## config.mk

```make
export PLATFORM = sky130hd
export DESIGN_NAME = ser_reg_host
export DESIGN_NICKNAME = d
export VERILOG_FILES = /design/src/rtl/ser_reg_host_pkg.sv /design/src/rtl/ser_sync.sv /design/src/rtl/ser_frame_fsm.sv /design/src/rtl/ser_regbank.sv /design/src/rtl/ser_reg_host.sv
export SDC_FILE = /design/constraint.sdc
export NUM_CORES = 1
export LEC_CHECK = 0
export ABC_AREA = 1
export BUFFER_PORTS_ARGS = -buffer_cell sky130_fd_sc_hd__buf_2
export CORE_AREA = 2 2 215 217
export DETAILED_ROUTE_END_ITERATION = 7
export DIE_AREA = 0 0 217 219
export GPL_ROUTABILITY_DRIVEN = 0
export PLACE_DENSITY = 0.58
export RECOVER_POWER = 25
export SETUP_SLACK_MARGIN = 0.4
export SLEW_MARGIN = 20
export SYNTH_ARGS = -nofsm -noshare
export SYNTH_HDL_FRONTEND = slang
export SYNTH_SLANG_ARGS = --single-unit
```

## constraint.sdc

```tcl
create_clock -name clk -period 4.9 [get_ports clk]
set_clock_uncertainty 0.2 [all_clocks]
set_input_delay 0 -clock clk [delete_from_list [all_inputs] [get_ports clk]]
set_output_delay 0 -clock clk [all_outputs]
set_load 0.02 [all_outputs]
```

## src/rtl/ser_reg_host_pkg.sv

```systemverilog
// Package ser_reg_host_pkg
// Shared defaults and the transaction phase type for the serial host
// register interface. Assumes an 8-bit command byte with the direction
// flag in its top bit.
package ser_reg_host_pkg;

    localparam int DEF_REG_W = 8;
    localparam int DEF_NREG  = 32;
    localparam int CMD_W     = 8;

    typedef enum logic [1:0] {
        PH_CMD  = 2'd0,
        PH_WR   = 2'd1,
        PH_RD   = 2'd2,
        PH_DONE = 2'd3
    } phase_e;

endpackage

```

## src/rtl/ser_sync.sv

```systemverilog
// Module ser_sync
// Two-stage synchronizer for a vector of asynchronous single-bit inputs.
// Assumes each input stays at a level for at least two system clocks.
module ser_sync #(
    parameter int              WIDTH   = 3,
    parameter logic [WIDTH-1:0] RST_VAL = '0
) (
    input  logic             clk,
    input  logic             rst_n,
    input  logic [WIDTH-1:0] async_i,
    output logic [WIDTH-1:0] sync_o
);

    logic [WIDTH-1:0] meta_q;
    logic [WIDTH-1:0] stab_q;

    // Two flops in series for each bit.
    always_ff @(posedge clk) begin
        if (!rst_n) begin
            meta_q <= RST_VAL;
            stab_q <= RST_VAL;
        end else begin
            meta_q <= async_i;
            stab_q <= meta_q;
        end
    end

    assign sync_o = stab_q;

endmodule

```

## src/rtl/ser_frame_fsm.sv

```systemverilog
// Module ser_frame_fsm
// Frames one serial transaction. It finds the serial clock edges, shifts
// in the command and write data on rising edges, and shifts read data out
// on falling edges. It issues a single write strobe per select period.
// Assumes inputs are already synchronized to clk and that the serial clock
// is slower than clk by a wide margin.
module ser_frame_fsm
    import ser_reg_host_pkg::*;
#(
    parameter int REG_W  = DEF_REG_W,
    parameter int ADDR_W = 5
) (
    input  logic              clk,
    input  logic              rst_n,
    input  logic              csb_s_i,
    input  logic              sclk_s_i,
    input  logic              sdi_s_i,
    input  logic [REG_W-1:0]  rd_data_i,
    output logic              wr_stb_o,
    output logic [ADDR_W-1:0] addr_o,
    output logic [REG_W-1:0]  wr_data_o,
    output logic              sdo_o,
    output logic              sdo_oe_o,
    output phase_e            phase_o
);

    localparam int CNT_W   = $clog2(CMD_W);
    localparam int LAST    = CMD_W - 1;
    localparam int ADDR_LO = CMD_W - 1 - ADDR_W;

    logic             sclk_d;
    logic             rise;
    logic             fall;
    logic [CNT_W-1:0] cnt_q;
    logic [CMD_W-1:0] shin_q;
    logic [CMD_W-1:0] cmd_byte;
    logic [REG_W-1:0] tx_q;
    logic             load_q;
    phase_e           phase_q;

    // Keep the previous synchronized serial clock for edge detection.
    always_ff @(posedge clk) begin
        if (!rst_n) sclk_d <= 1'b0;
        else        sclk_d <= sclk_s_i;
    end

    assign rise     = sclk_s_i & ~sclk_d;
    assign fall     = ~sclk_s_i & sclk_d;
    assign cmd_byte = {shin_q[CMD_W-2:0], sdi_s_i};

    // Phase sequencing, shifting and the output data path.
    always_ff @(posedge clk) begin
        if (!rst_n) begin
            phase_q   <= PH_CMD;
            cnt_q     <= '0;
            shin_q    <= '0;
            tx_q      <= '0;
            load_q    <= 1'b0;
            wr_stb_o  <= 1'b0;
            addr_o    <= '0;
            wr_data_o <= '0;
            sdo_o     <= 1'b0;
            sdo_oe_o  <= 1'b0;
        end else begin
            wr_stb_o <= 1'b0;
            load_q   <= 1'b0;
            if (csb_s_i) begin
                phase_q  <= PH_CMD;
                cnt_q    <= '0;
                sdo_o    <= 1'b0;
                sdo_oe_o <= 1'b0;
            end else begin
                case (phase_q)
                    PH_CMD: begin
                        if (rise) begin
                            shin_q <= cmd_byte;
                            cnt_q  <= cnt_q + 1'b1;
                            if (cnt_q == CNT_W'(LAST)) begin
                                addr_o  <= cmd_byte[CMD_W-2:ADDR_LO];
                                phase_q <= cmd_byte[CMD_W-1] ? PH_RD : PH_WR;
                                load_q  <= cmd_byte[CMD_W-1];
                                cnt_q   <= '0;
                            end
                        end
                    end
                    PH_WR: begin
                        if (rise) begin
                            shin_q <= cmd_byte;
                            cnt_q  <= cnt_q + 1'b1;
                            if (cnt_q == CNT_W'(LAST)) begin
                                wr_stb_o  <= 1'b1;
                                wr_data_o <= cmd_byte[REG_W-1:0];
                                phase_q   <= PH_DONE;
                            end
                        end
                    end
                    PH_RD: begin
                        if (load_q) begin
                            tx_q <= rd_data_i;
                        end else if (fall) begin
                            sdo_o    <= tx_q[REG_W-1];
                            sdo_oe_o <= 1'b1;
                            tx_q     <= {tx_q[REG_W-2:0], 1'b0};
                        end
                        if (rise) begin
                            cnt_q <= cnt_q + 1'b1;
                            if (cnt_q == CNT_W'(LAST)) begin
                                phase_q  <= PH_DONE;
                                sdo_o    <= 1'b0;
                                sdo_oe_o <= 1'b0;
                            end
                        end
                    end
                    default: begin
                        cnt_q <= cnt_q;
                    end
                endcase
            end
        end
    end

    assign phase_o = phase_q;

endmodule

```

## src/rtl/ser_regbank.sv

```systemverilog
// Module ser_regbank
// Bank of NREG registers of REG_W bits. A host write has priority over a
// hardware load to the same register in the same clock. Read data is a
// plain mux on the address.
// Assumes host_addr_i is below NREG.
module ser_regbank #(
    parameter int              REG_W   = 8,
    parameter int              NREG    = 32,
    parameter int              ADDR_W  = 5,
    parameter logic [REG_W-1:0] RST_VAL = '0
) (
    input  logic                  clk,
    input  logic                  rst_n,
    input  logic                  host_we_i,
    input  logic [ADDR_W-1:0]     host_addr_i,
    input  logic [REG_W-1:0]      host_data_i,
    input  logic [NREG-1:0]       hw_we_i,
    input  logic [NREG*REG_W-1:0] hw_data_i,
    output logic [REG_W-1:0]      rd_data_o,
    output logic [NREG*REG_W-1:0] regs_o
);

    logic [REG_W-1:0] bank_q [NREG];

    for (genvar gi = 0; gi < NREG; gi++) begin : g_reg
        // One register: host write first, then hardware load.
        always_ff @(posedge clk) begin
            if (!rst_n) begin
                bank_q[gi] <= RST_VAL;
            end else if (host_we_i && (host_addr_i == ADDR_W'(gi))) begin
                bank_q[gi] <= host_data_i;
            end else if (hw_we_i[gi]) begin
                bank_q[gi] <= hw_data_i[gi*REG_W +: REG_W];
            end
        end
        assign regs_o[gi*REG_W +: REG_W] = bank_q[gi];
    end

    assign rd_data_o = bank_q[host_addr_i];

endmodule

```

## src/rtl/ser_reg_host.sv

```systemverilog
// Module ser_reg_host
// Top of the serial host register interface. It synchronizes the serial
// lines, frames transactions and holds the register bank.
// Assumes the serial clock period is at least 8 system clocks and that
// select is low for at least 2 system clocks before the first rising
// serial clock edge.
module ser_reg_host
    import ser_reg_host_pkg::*;
#(
    parameter int REG_W = DEF_REG_W,
    parameter int NREG  = DEF_NREG
) (
    input  logic                  clk,
    input  logic                  rst_n,
    input  logic                  csb_i,
    input  logic                  sclk_i,
    input  logic                  sdi_i,
    output logic                  sdo_o,
    output logic                  sdo_oe_o,
    input  logic [NREG-1:0]       hw_we_i,
    input  logic [NREG*REG_W-1:0] hw_data_i,
    output logic [NREG*REG_W-1:0] ctrl_o
);

    localparam int ADDR_W = $clog2(NREG);

    logic [2:0]        sync_v;
    logic              csb_s;
    logic              sclk_s;
    logic              sdi_s;
    logic              wr_stb;
    logic [ADDR_W-1:0] wr_addr;
    logic [REG_W-1:0]  wr_data;
    logic [REG_W-1:0]  rd_data;
    phase_e            phase;

    ser_sync #(
        .WIDTH   (3),
        .RST_VAL (3'b100)
    ) u_sync (
        .clk     (clk),
        .rst_n   (rst_n),
        .async_i ({csb_i, sclk_i, sdi_i}),
        .sync_o  (sync_v)
    );

    assign csb_s  = sync_v[2];
    assign sclk_s = sync_v[1];
    assign sdi_s  = sync_v[0];

    ser_frame_fsm #(
        .REG_W  (REG_W),
        .ADDR_W (ADDR_W)
    ) u_fsm (
        .clk       (clk),
        .rst_n     (rst_n),
        .csb_s_i   (csb_s),
        .sclk_s_i  (sclk_s),
        .sdi_s_i   (sdi_s),
        .rd_data_i (rd_data),
        .wr_stb_o  (wr_stb),
        .addr_o    (wr_addr),
        .wr_data_o (wr_data),
        .sdo_o     (sdo_o),
        .sdo_oe_o  (sdo_oe_o),
        .phase_o   (phase)
    );

    ser_regbank #(
        .REG_W   (REG_W),
        .NREG    (NREG),
        .ADDR_W  (ADDR_W),
        .RST_VAL ('0)
    ) u_bank (
        .clk         (clk),
        .rst_n       (rst_n),
        .host_we_i   (wr_stb),
        .host_addr_i (wr_addr),
        .host_data_i (wr_data),
        .hw_we_i     (hw_we_i),
        .hw_data_i   (hw_data_i),
        .rd_data_o   (rd_data),
        .regs_o      (ctrl_o)
    );

endmodule

```

==> impl_metrics.ini <==
[outcome]
outcome = completed

[global_route]
antenna_found_initial = 5
grt_pass1_vias = 19170
grt_max_degree = 87
gr-total-overflow = 0
grt_usage_pct = 33.32
grt_pass1_wl_um = 118000

[layout]
final_common_cell = dlygate4sd3_1
layout_common_cells = dlygate4sd3_1 (552), nand3_1 (452), nand2_1 (406)
fillers = 4009
area_delta_synth_final_pct = 59.19
nNetsFinal = 3160
seq_area_um2 = 8673
multi_input_area_um2 = 6041
drive_gt1_share_pct = 16.04

[sta]
report.final.slew_viol_count = 0
finalSetupViolations = 0
slew_headroom_pct = 20.95
timing.final.crit_share_pct = 64.69
max_freq_ghz = 0.3155
tightest_slew_ns = 1.184
finalSetupTns_ns = 0
fin_crit_ns = 3.170
final-hold-violation-count = 0
rsz0062_at_grt = false

[yosys]
ys_ff_latch = 305
syn_inst = 1834
synth_cell_type_count = 29
ys_warn_count = 0
syn_avg_cell_area_um2 = 8.625
synth_nets = 2133
ys_seq_area_share_pct = 54.80
netlist_area_um2 = 15820

[floorplan]
core_um2 = 45090
rows = 78
io_pins = 551
die_w_um = 217
die_y_um = 219
dieArea_um2 = 47520
initial_core_util_pct = 35.08

[cts]
clk_latency_ns = 0.55
postCtsSetupRepairBufs = 0
cts_root_buf = clkbuf_16
clk_path_buf_depth = 3
cts_buffers = 36
htreeDepth = 2
cts_tree = built
clkTransAtPathRegs_ns = 0.06
cts.sink_count = 305

[critical_path]
cp_max_fo = 18
arrival_ns = 3.21
slowest_stage = nor2_2
path_buf_inv = 4
start_kind = register
critPathRequiredTime_ns = 4.94
critPathTopFamily = buffers and inverters
max_stage_delay_ns = 0.79
cp_cell_sequence = inv_1 -> nor2_2 -> buf_4 -> nand2_1 -> nand2_1 -> inv_1 -> nand3_1 -> dlygate4sd3_1 -> o21ai_0
end_kind = register
critical_path_class = reg -> reg

[pwr]
switching_share_pct = 28.29
pwr-share-seq_pct = 45.6
pwr-share-clk_pct = 37.4
power.switching_w = 0.001983
ir_worst_vdd_uv = 208.8
internal-power_w = 0.005027
leakage_nw = 10.08
power_density_nw_per_um2 = 278.4
p_comb_share_pct = 17.0
fin_total_pwr_w = 0.007010

[flow_run]
drv_cap = 0

[detailed_routing]
drtPass1Iterations = 5
ant_nets = 0
vias_per_cell = 5.529
vias = 19300
drt_iter0_drc = 2108
routed_wl_um = 81490
wl_per_cell_um = 23.34
drc = 0

[placed_design]
portBuffers = 550
dp_hpwl_um = 54790

[worst_hold_path]
min_path_type = in -> reg
==> layer usage <==
metal  track usage [%]  vias up  share of wire [%]
li1                  -     8482                  -
met1             39.01     9153                 37
met2             57.15     1352                 48
met3             7.429      312                9.9
met4             17.58        2                5.7
met5                 0        -              0.015
==> power by group through the flow <==
stage / sequential [W] / combinational (W) / clock, W
2_1_floorplan: 0.00338 / 0.000253 / 0
3_3_place_gp: 0.00324 / 0.000882 / 0
3_5_place_dp: 0.00324 / 0.000889 / 0
4_1_cts: 0.00319 / 0.00119 / 0.00263
5_1_grt: 0.00320 / 0.00127 / 0.00274
6_report: 0.00320 / 0.00119 / 0.00262
==> per-stage QoR <==
step	hold slack (ns)	util, %	cells	instance area [um2]	setup WS, ns
3_5_place_dp	0.01833	41.65	2871	18780	1.993
6_report	0.02513	55.85	3491	25180	1.730
5_1_grt	0.04508	55.84	3490	25180	1.524
4_1_cts	0.01252	56.38	3486	25420	1.793
3_3_place_gp	0.02013	41.65	2871	18780	2.013
2_1_floorplan	-0.1024	-	1834	15820	3.061
==> worst reg2reg max path, cell delays in order, from the launching register on <==
cell	delay, ns
dfxtp_1	0.32
inv_1	0.06
nor2_2	0.80
buf_4	0.38
nand2_1	0.08
nand2_1	0.10
inv_1	0.13
nand3_1	0.12
dlygate4sd3_1	0.56
o21ai_0	0.11
==> kinds of logic after synthesis <==
kind of cell             synth area share, %
AO/OA/AOI/OAI                          10.90
adder cells (fa/ha/maj)               0.4746
buffers and inverters                  7.032
flip-flops                             54.80
multiplexers                         0.06328
AND/OR/NAND/NOR                        26.73
==> cell type report <==
type,instances,share of cell area (%)
diodes,5,0.04969
flip-flops and latches,305,34.44
multi-input cells,1280,23.99
clock buffers,46,3.985
clock inverters,17,0.4472
inverters,127,1.903
repair buffers,1111,32.20
well taps,600,2.981
==> registers in the layout (all words and copies together), names as in the netlist, 2 cells and up, named ones only <==
| signal | flops |
|---|---|
| u_bank.bank_q | 256 |
| u_fsm.addr_o | 5 |
| u_fsm.cnt_q | 3 |
| u_fsm.phase_o | 2 |
| u_fsm.shin_q | 7 |
| u_fsm.tx_q | 8 |
| u_fsm.wr_data_o | 8 |
| u_sync.meta_q | 3 |
| u_sync.sync_o | 3 |
==> timing repair <==
| item | 4_1_cts | 5_1_grt |
|---|---|---|
| hold buffers | 552 | 0 |
| gates resized for setup | 0 | 0 |
| hold endpoints to repair | 465 | 0 |
| endpoints found under the setup margin | 0 | 0 |
==> Yosys cell counts <==
master	count	area (um2)
clkinv_1	2	7.510
dfxtp_1	49	980.9
inv_1	122	457.9
buf_1	29	108.9
o22ai_1	48	300.3
o21ai_0	226	1131
ha_1	6	75.07
or2_4	2	17.52
nand2_1	406	1524
nor2_2	6	37.54
edfxtp_1	256	7687
o211a_1	1	10.01
a211oi_1	5	37.54
inv_2	3	11.26
and2_0	1	6.260
or2_2	26	162.7
clkbuf_1	40	150.1
nand3_1	452	2262
buf_4	27	202.7
buf_6	7	78.83
o21ai_1	11	55.05
o211ai_2	1	12.51
nor3_1	6	30.03
nor3_2	2	20.02
buf_2	19	95.09
mux2i_1	1	10.01
a22oi_1	1	7.510
a21oi_1	34	170.2
nor2_1	45	168.9
==> worst paths after layout <==
path / from / endpoint / slack, ns / cells past startpoint
setup / recovery: u_fsm.wr_stb_o / u_bank.bank_q[6][4] / 1.73 / 9
hold reg to reg: u_sync.meta_q[2] / u_sync.sync_o[2] / 0.22 / 1
hold / removal: csb_i / u_sync.meta_q[2] / 0.03 / 3
setup reg to reg: u_fsm.wr_stb_o / u_bank.bank_q[6][4] / 1.73 / 9
Power figures use the tool's default switching activity.
